$ cat src/rtl/udc_pkg.sv
package udc_pkg;

   typedef enum logic [1:0] {
      OP_HOLD = 2'd0,
      OP_LOAD = 2'd1,
      OP_UP   = 2'd2,
      OP_DOWN = 2'd3
   } udc_op_e;

endpackage

$ cat src/rtl/udc_ctl.sv
module udc_ctl
   import udc_pkg::*;
(
   input  logic    load_n,
   input  logic    en_p_n,
   input  logic    en_t_n,
   input  logic    up,
   output udc_op_e op
);
   always_comb begin
      if (!load_n)                  op = OP_LOAD;
      else if (!en_p_n && !en_t_n)  op = up ? OP_UP : OP_DOWN;
      else                          op = OP_HOLD;
   end
endmodule

$ cat src/rtl/udc_step.sv
module udc_step #(
   parameter int WIDTH     = 4,
   parameter bit LOOKAHEAD = 1'b1
) (
   input  logic [WIDTH-1:0] cur,
   input  logic             up,
   output logic [WIDTH-1:0] nxt
);
   generate
      if (WIDTH < 1) begin : g_bad_width
         $error("udc_step: WIDTH must be at least 1");
      end
      if (LOOKAHEAD) begin : g_lookahead
         logic [WIDTH:0] all_one;
         logic [WIDTH:0] all_zero;
         assign all_one[0]  = 1'b1;
         assign all_zero[0] = 1'b1;
         for (genvar i = 0; i < WIDTH; i++) begin : g_bit
            assign all_one[i+1]  = all_one[i] & cur[i];
            assign all_zero[i+1] = all_zero[i] & ~cur[i];
            assign nxt[i] = cur[i] ^ (up ? all_one[i] : all_zero[i]);
         end
      end else begin : g_adder
         localparam logic [WIDTH-1:0] ONE = WIDTH'(1);
         assign nxt = up ? cur + ONE : cur - ONE;
      end
   endgenerate
endmodule

$ cat src/rtl/udc_term.sv
module udc_term #(
   parameter int WIDTH = 4
) (
   input  logic [WIDTH-1:0] cur,
   input  logic             up,
   input  logic             en_t_n,
   output logic             carry_n
);
   localparam logic [WIDTH-1:0] TOP = {WIDTH{1'b1}};
   logic at_end;
   assign at_end  = up ? (cur == TOP) : (cur == '0);
   assign carry_n = ~(at_end & ~en_t_n);
endmodule

$ cat src/rtl/udc_state.sv
module udc_state
   import udc_pkg::*;
#(
   parameter int WIDTH = 4
) (
   input  logic             clk,
   input  udc_op_e          op,
   input  logic [WIDTH-1:0] din,
   input  logic [WIDTH-1:0] stepped,
   output logic [WIDTH-1:0] q
);
   localparam logic [WIDTH-1:0] ONE = WIDTH'(1);
   localparam logic [WIDTH-1:0] TOP = {WIDTH{1'b1}};

   always_ff @(posedge clk) begin
      unique case (op)
         OP_LOAD:         q <= din;
         OP_UP, OP_DOWN:  q <= stepped;
         default:         q <= q;
      endcase
   end

   logic live = 1'b0;
   always_ff @(posedge clk) live <= 1'b1;

   a_r1_load_wins: assert property (@(posedge clk) disable iff (!live)
      (op == OP_LOAD) |=> (q == $past(din)));
   a_r2_count_up: assert property (@(posedge clk) disable iff (!live)
      (op == OP_UP) |=> (q == $past(q) + ONE));
   a_r3_count_down: assert property (@(posedge clk) disable iff (!live)
      (op == OP_DOWN) |=> (q == $past(q) - ONE));
   a_r4_hold: assert property (@(posedge clk) disable iff (!live)
      (op == OP_HOLD) |=> $stable(q));
   a_r6_wrap_up: assert property (@(posedge clk) disable iff (!live)
      (op == OP_UP && q == TOP) |=> (q == '0));
   a_r6_wrap_down: assert property (@(posedge clk) disable iff (!live)
      (op == OP_DOWN && q == '0) |=> (q == TOP));
endmodule

$ cat src/rtl/updn_cascade_counter.sv
module updn_cascade_counter
   import udc_pkg::*;
#(
   parameter int WIDTH     = 4,
   parameter bit LOOKAHEAD = 1'b1
) (
   input  logic             clk,
   input  logic             load_n,
   input  logic [WIDTH-1:0] din,
   input  logic             en_p_n,
   input  logic             en_t_n,
   input  logic             up,
   output logic [WIDTH-1:0] q,
   output logic             carry_n
);
   localparam logic [WIDTH-1:0] TOP = {WIDTH{1'b1}};

   udc_op_e          op;
   logic [WIDTH-1:0] stepped;

   udc_ctl i_ctl (
      .load_n (load_n),
      .en_p_n (en_p_n),
      .en_t_n (en_t_n),
      .up     (up),
      .op     (op)
   );

   udc_step #(.WIDTH(WIDTH), .LOOKAHEAD(LOOKAHEAD)) i_step (
      .cur (q),
      .up  (up),
      .nxt (stepped)
   );

   udc_state #(.WIDTH(WIDTH)) i_state (
      .clk     (clk),
      .op      (op),
      .din     (din),
      .stepped (stepped),
      .q       (q)
   );

   udc_term #(.WIDTH(WIDTH)) i_term (
      .cur     (q),
      .up      (up),
      .en_t_n  (en_t_n),
      .carry_n (carry_n)
   );

   logic live = 1'b0;
   always_ff @(posedge clk) live <= 1'b1;

   a_r5_carry_needs_t: assert property (@(posedge clk) disable iff (!live)
      !carry_n |-> !en_t_n);
   a_r5_carry_up_end: assert property (@(posedge clk) disable iff (!live)
      (!en_t_n && up && q == TOP) |-> !carry_n);
   a_r5_carry_down_end: assert property (@(posedge clk) disable iff (!live)
      (!en_t_n && !up && q == '0) |-> !carry_n);
   a_r5_carry_mid: assert property (@(posedge clk) disable iff (!live)
      (q != TOP && q != '0) |-> carry_n);
endmodule

$ cat config.mk
export PLATFORM = sky130hd
export DESIGN_NAME = updn_cascade_counter
export DESIGN_NICKNAME = d
export VERILOG_FILES = /design/src/rtl/udc_pkg.sv /design/src/rtl/udc_ctl.sv /design/src/rtl/udc_step.sv /design/src/rtl/udc_term.sv /design/src/rtl/udc_state.sv /design/src/rtl/updn_cascade_counter.sv
export SDC_FILE = /design/constraint.sdc
export NUM_CORES = 1
export LEC_CHECK = 0
export ABC_AREA = 0
export BUFFER_PORTS_ARGS = -buffer_cell sky130_fd_sc_hd__buf_2
export CORE_AREA = 2 2 39 41
export DETAILED_ROUTE_END_ITERATION = 8
export DIE_AREA = 0 0 41 43
export HOLD_SLACK_MARGIN = 0.08
export PLACE_DENSITY_LB_ADDON = 0.05
export SLEW_MARGIN = 40
export SYNTH_ARGS = -nofsm -noshare
export SYNTH_HDL_FRONTEND = slang
export SYNTH_SLANG_ARGS = --single-unit
export TNS_END_PERCENT = 1
$ cat constraint.sdc
create_clock -name clk -period 3.1 [get_ports clk]
set_input_delay 0.62 -clock clk [delete_from_list [all_inputs] [get_ports clk]]
set_output_delay 0.62 -clock clk [all_outputs]
set_load 0.03 [all_outputs]
* Word level (Yosys, flattened, before mapping)
Index checks and enable logic that the tools add are counted.
** Storage, ports and cells
- Register bits after elaboration :: 4
- Bits of input ports :: 9
- Logic and storage cells :: 32
** Cells by class
- Muxes and demuxes :: 8
- Bitwise logic cells :: 13
- Reduce and logical (&&, ||, !) cells :: 6
- Eq/ne operators :: 4
** Operator list (count)
- $pmux W4 S2 :: 1
- $and A1 B1 Y1 :: 5
- $mux W1 :: 5
- $not A1 Y1 :: 5
- $eq A2 B2 Y1 const B :: 2
- $eq A4 B4 Y1 const B :: 1
- $logic_not A4 Y1 :: 1
- $mux W2 :: 2
- $xor A1 B1 Y1 :: 3
- $eq A2 B1 Y1 const B :: 1
- $logic_not A1 Y1 :: 2
- $reduce_bool A2 Y1 :: 1
- $reduce_or A2 Y1 :: 1
- $logic_and A1 B1 Y1 :: 1

* Depth between registers and ports, before layout
- Depth in word-level cells :: 7
- Gate-level depth with buffers :: 4
- Depth with buffers taken out :: 3

* Modules after synthesis
Synthesis repeated with hierarchy kept, for this count alone.
** Second synthesis, totals
- Cells, all modules :: 26
- Area total of the unflattened synthesis :: 300.3 µm²
** By module, submodules not included
- udc_state :: times used 1, area each 171.4 µm², cells each 9
- udc_step :: times used 1, area each 70.1 µm², cells each 10
- udc_term :: times used 1, area each 38.8 µm², cells each 5
- udc_ctl :: times used 1, area each 20.0 µm², cells each 2

* Least setup slack after synthesis
Ideal clock, no wire load.
- Kind :: register -> output
- Start point :: reg i_state.q[1]
- End point :: out carry_n
- Arrival time :: 1.490 ns
- Buffers on the path :: 0
- Data required time :: 2.480 ns
- Path slack :: 0.990 ns
- Cell stages (with the launch flop) :: 4
- Cells stage by stage :: edfxtp_1 or4_4 mux2i_1 nand2b_1
** On the way
- Cells in the longest elaborated chain, start to end :: 4
** RTL lines
- from (decl) :: line udc_state.sv:10 : output logic [WIDTH-1:0] q
- from (signal assigned) :: line udc_state.sv:17 : OP_LOAD: q <= din;
- from (signal assigned) :: line udc_state.sv:18 : OP_UP, OP_DOWN: q <= stepped;
- from (signal assigned) :: line udc_state.sv:19 : default: q <= q;
- $eq A4 B4 Y1 / $logic_not A4 Y1 (equally long branches) :: line udc_term.sv:11 : assign at_end = up ? (cur == TOP) : (cur == '0);
- $mux W1 (*) :: line udc_term.sv:11
- $and A1 B1 Y1 (*) :: line udc_term.sv:12 : assign carry_n = ~(at_end & ~en_t_n);
- $not A1 Y1 (*) :: line udc_term.sv:12
- to (decl) :: line updn_cascade_counter.sv:14 : output logic carry_n
Every way passes the cells marked *; elsewhere a longest branch is shown, timed or not.

* Final worst setup path
- Start point :: reg i_state.q[0]
- End point :: out carry_n
The elaborated chain is that of the path after synthesis.

==> impl_metrics.yaml <==
cts:
  tritoncts: "built"
  cts-root-to-sink-buffers: 2
  cts_root_buffer: "clkbuf_4"
  numCtsBuffers: 3
  post_cts_resize_count: 0
  hold_buffers: 0
  cts_post_setup_buffers_inserted: 0
  clk_pin_slew_worst_paths_ns: 0.04
  cts_htree_levels: 1
  insertion_delay_ns: 0.23
  clkSinkCount: 4
placement:
  dp_hpwl_um: 523
  buffer_ports.inserted: 13
  gpl.final_weighted_congestion: 0.608
  dpl_cell_area_um2: 354
  post-place-cells: 56
route:
  total_wirelength_of_the_detailed_routed_design_um: 686
  routed_wire_length_per_instance_um: 11.6
  drt_pass1_iterations: 4
  routed_via_density: 4.47
  drc_errors: 0
  ant_nets: 0
  dr_total_vias: 264
  detailedRoute.firstIterationViolations: 9
cells_and_area:
  fillCellCount: 153
  num_antenna_cells: 0
  multi_input_area_um2: 149
  commonest_cells_after_routing_fill_and_taps_aside: "buf_2 (13), nand2_1 (4), edfxtp_1 (4)"
  register_area_um2: 120
  final_cell_area_um2: 377
  finalNonFillerCells: 59
  fin_util_pct: 27.2
  largest_register: "i_state.q"
  area.growth.synth_to_final_pct: 38.1
  largest_register_ff_count: 4
  layout_cell_share_with_drive_strength_beyond_1_pct: 39.5
  biggest_regs: "i_state.q (4)"
  most_common_cell_after_layout_fill_and_taps_aside: "buf_2"
  final_nets: 54
synth:
  synth.top_cells.by_area: "edfxtp_1 (44%), nand4_1 (6.9%), a211o_1 (6.4%)"
  synth_cell_types: 14
  synth_top_area_share_pct: 44.0
  postSynthRegisterBits: 4
  mappedNetlistArea_um2: 273
  synth.yosys.seq_area_share_pct: 44.0
  avg_inst_size_synth_um2: 9.74
  synth_area_leader_cell: "edfxtp_1"
  synth_fp_nets: 37
  netlist_instances: 28
  number_of_warnings_issued_by_yosys: 0
floorplanning:
  num_io_pins: 14
  core_mm2: 0.00138
  initial_utilization_pct: 19.7
  die_width_um: 41
  fp-row-count: 14
  dieArea_mm2: 0.00176
  fp.dieH_um: 43
timing:
  timing.setup.tns_ns: 0
  tightestPinTransition_ns: 0.638
  post-route-period-util_pct: 74.3
  max_slew_margin_pct: 57.0
  unrepaired_setup_endpoints_after_global_routing: "false"
  finalWorstPathRequiredPeriod_ns: 2.30
  finalClockSkew_ns: 0.00423
  drv_slew: 0
  report.final.hold_viol_count: 0
  report.final.setup_viol: 0
  maxClockFrequency_mhz: 434
global_routing:
  global_route.overflow_total: 0
  antenna_found_initial: 0
  grt_pass1_wl_um: 1080
  grtUsageTotal_pct: 9.99
  via_count_of_the_first_global_routing_pass: 243
  largest_net_degree_at_the_start_of_global_routing: 9
pwr:
  report.power.total_mw: 0.175
  p_per_area_mw_per_mm2: 466
  power.static_leakage_nw: 0.153
  ir_drop_mv: 0.204
job:
  timing.max_cap.violations: 0
critical_path:
  worstPathArrival_ns: 1.68
  kind_of_end_point_of_the_critical_path: "output pin"
  cp.required_ns: 2.48
  path_class: "flop to output pin"
  path_max_fanout: 7
  timing.critical_path.from_type: "flop"
run_status:
  status: "finished clean"
hold_path:
  timing.hold.worst.class: "primary input to flop"
[report_power, final]
part	switching, mW	internal [mW]
Clock	0.0225	0.0434
Combinational	0.0218	0.0148
Sequential	0.00679	0.0661
[per-stage QoR]
stage / worst slack (ns) / hold slack (ns)
after floorplan: 0.990 / 0.805
after global placement: 0.869 / 0.670
after detailed placement: 0.845 / 0.677
after CTS: 0.777 / 0.655
after global routing: 0.745 / 0.678
final: 0.797 / 0.657
[cell families (layout without fill, tap and decap cells)]
logic type	Yosys count	count (layout)	share of synthesized area, %
AOI/OAI and AO/OA	5	5	11.9
and+or+nand+nor	15	15	32.6
DFF	4	4	44.0
xor gates and xnor gates	2	2	6.42
muxes	1	1	3.67
buffers and inverters	1	16	1.37
[routing by layer]
metal  global-route usage, %  up-vias  wire (um)
li1                        -      140          -
met1                    13.4      114        330
met2                    12.5        8        303
met3                    3.14        2         47
met4                    8.00        0          5
met5                       0        -          0
[synthesized netlist by cell type]
cell type / instances
a211o_1: 2
clkbuf_1: 1
edfxtp_1: 4
mux2i_1: 1
nand2_1: 4
nand2b_1: 1
nand3_1: 3
nand4_1: 3
nor3b_1: 1
o21ai_0: 3
or3_1: 1
or3b_1: 1
or4_4: 1
xnor2_1: 2
[area by class of cell]
type	instances	share of cell area, %
sequential	4	31.9
timing repair buffer	13	17.3
clock buffer	3	5.98
multi-input combinational	23	39.5
tap	16	5.32
[worst paths after layout]
path | startpoint | cells past startpoint | end | slack [ns]
worst min register to register | i_state.q[3] | 2 | i_state.q[3] | 0.68
worst max register to register | i_state.q[0] | 3 | i_state.q[3] | 1.56
worst max-delay path | i_state.q[0] | 4 | carry_n | 0.80
worst min-delay path | din[3] | 3 | i_state.q[3] | 0.66
[critical path, cell delays in order, from the launching register on]
cell and delay (ns):
edfxtp_1 0.50, or4_4 0.57, mux2i_1 0.15, nand2b_1 0.06
buf_2 0.17
Note: power is estimated with default switching activity, not from simulation.
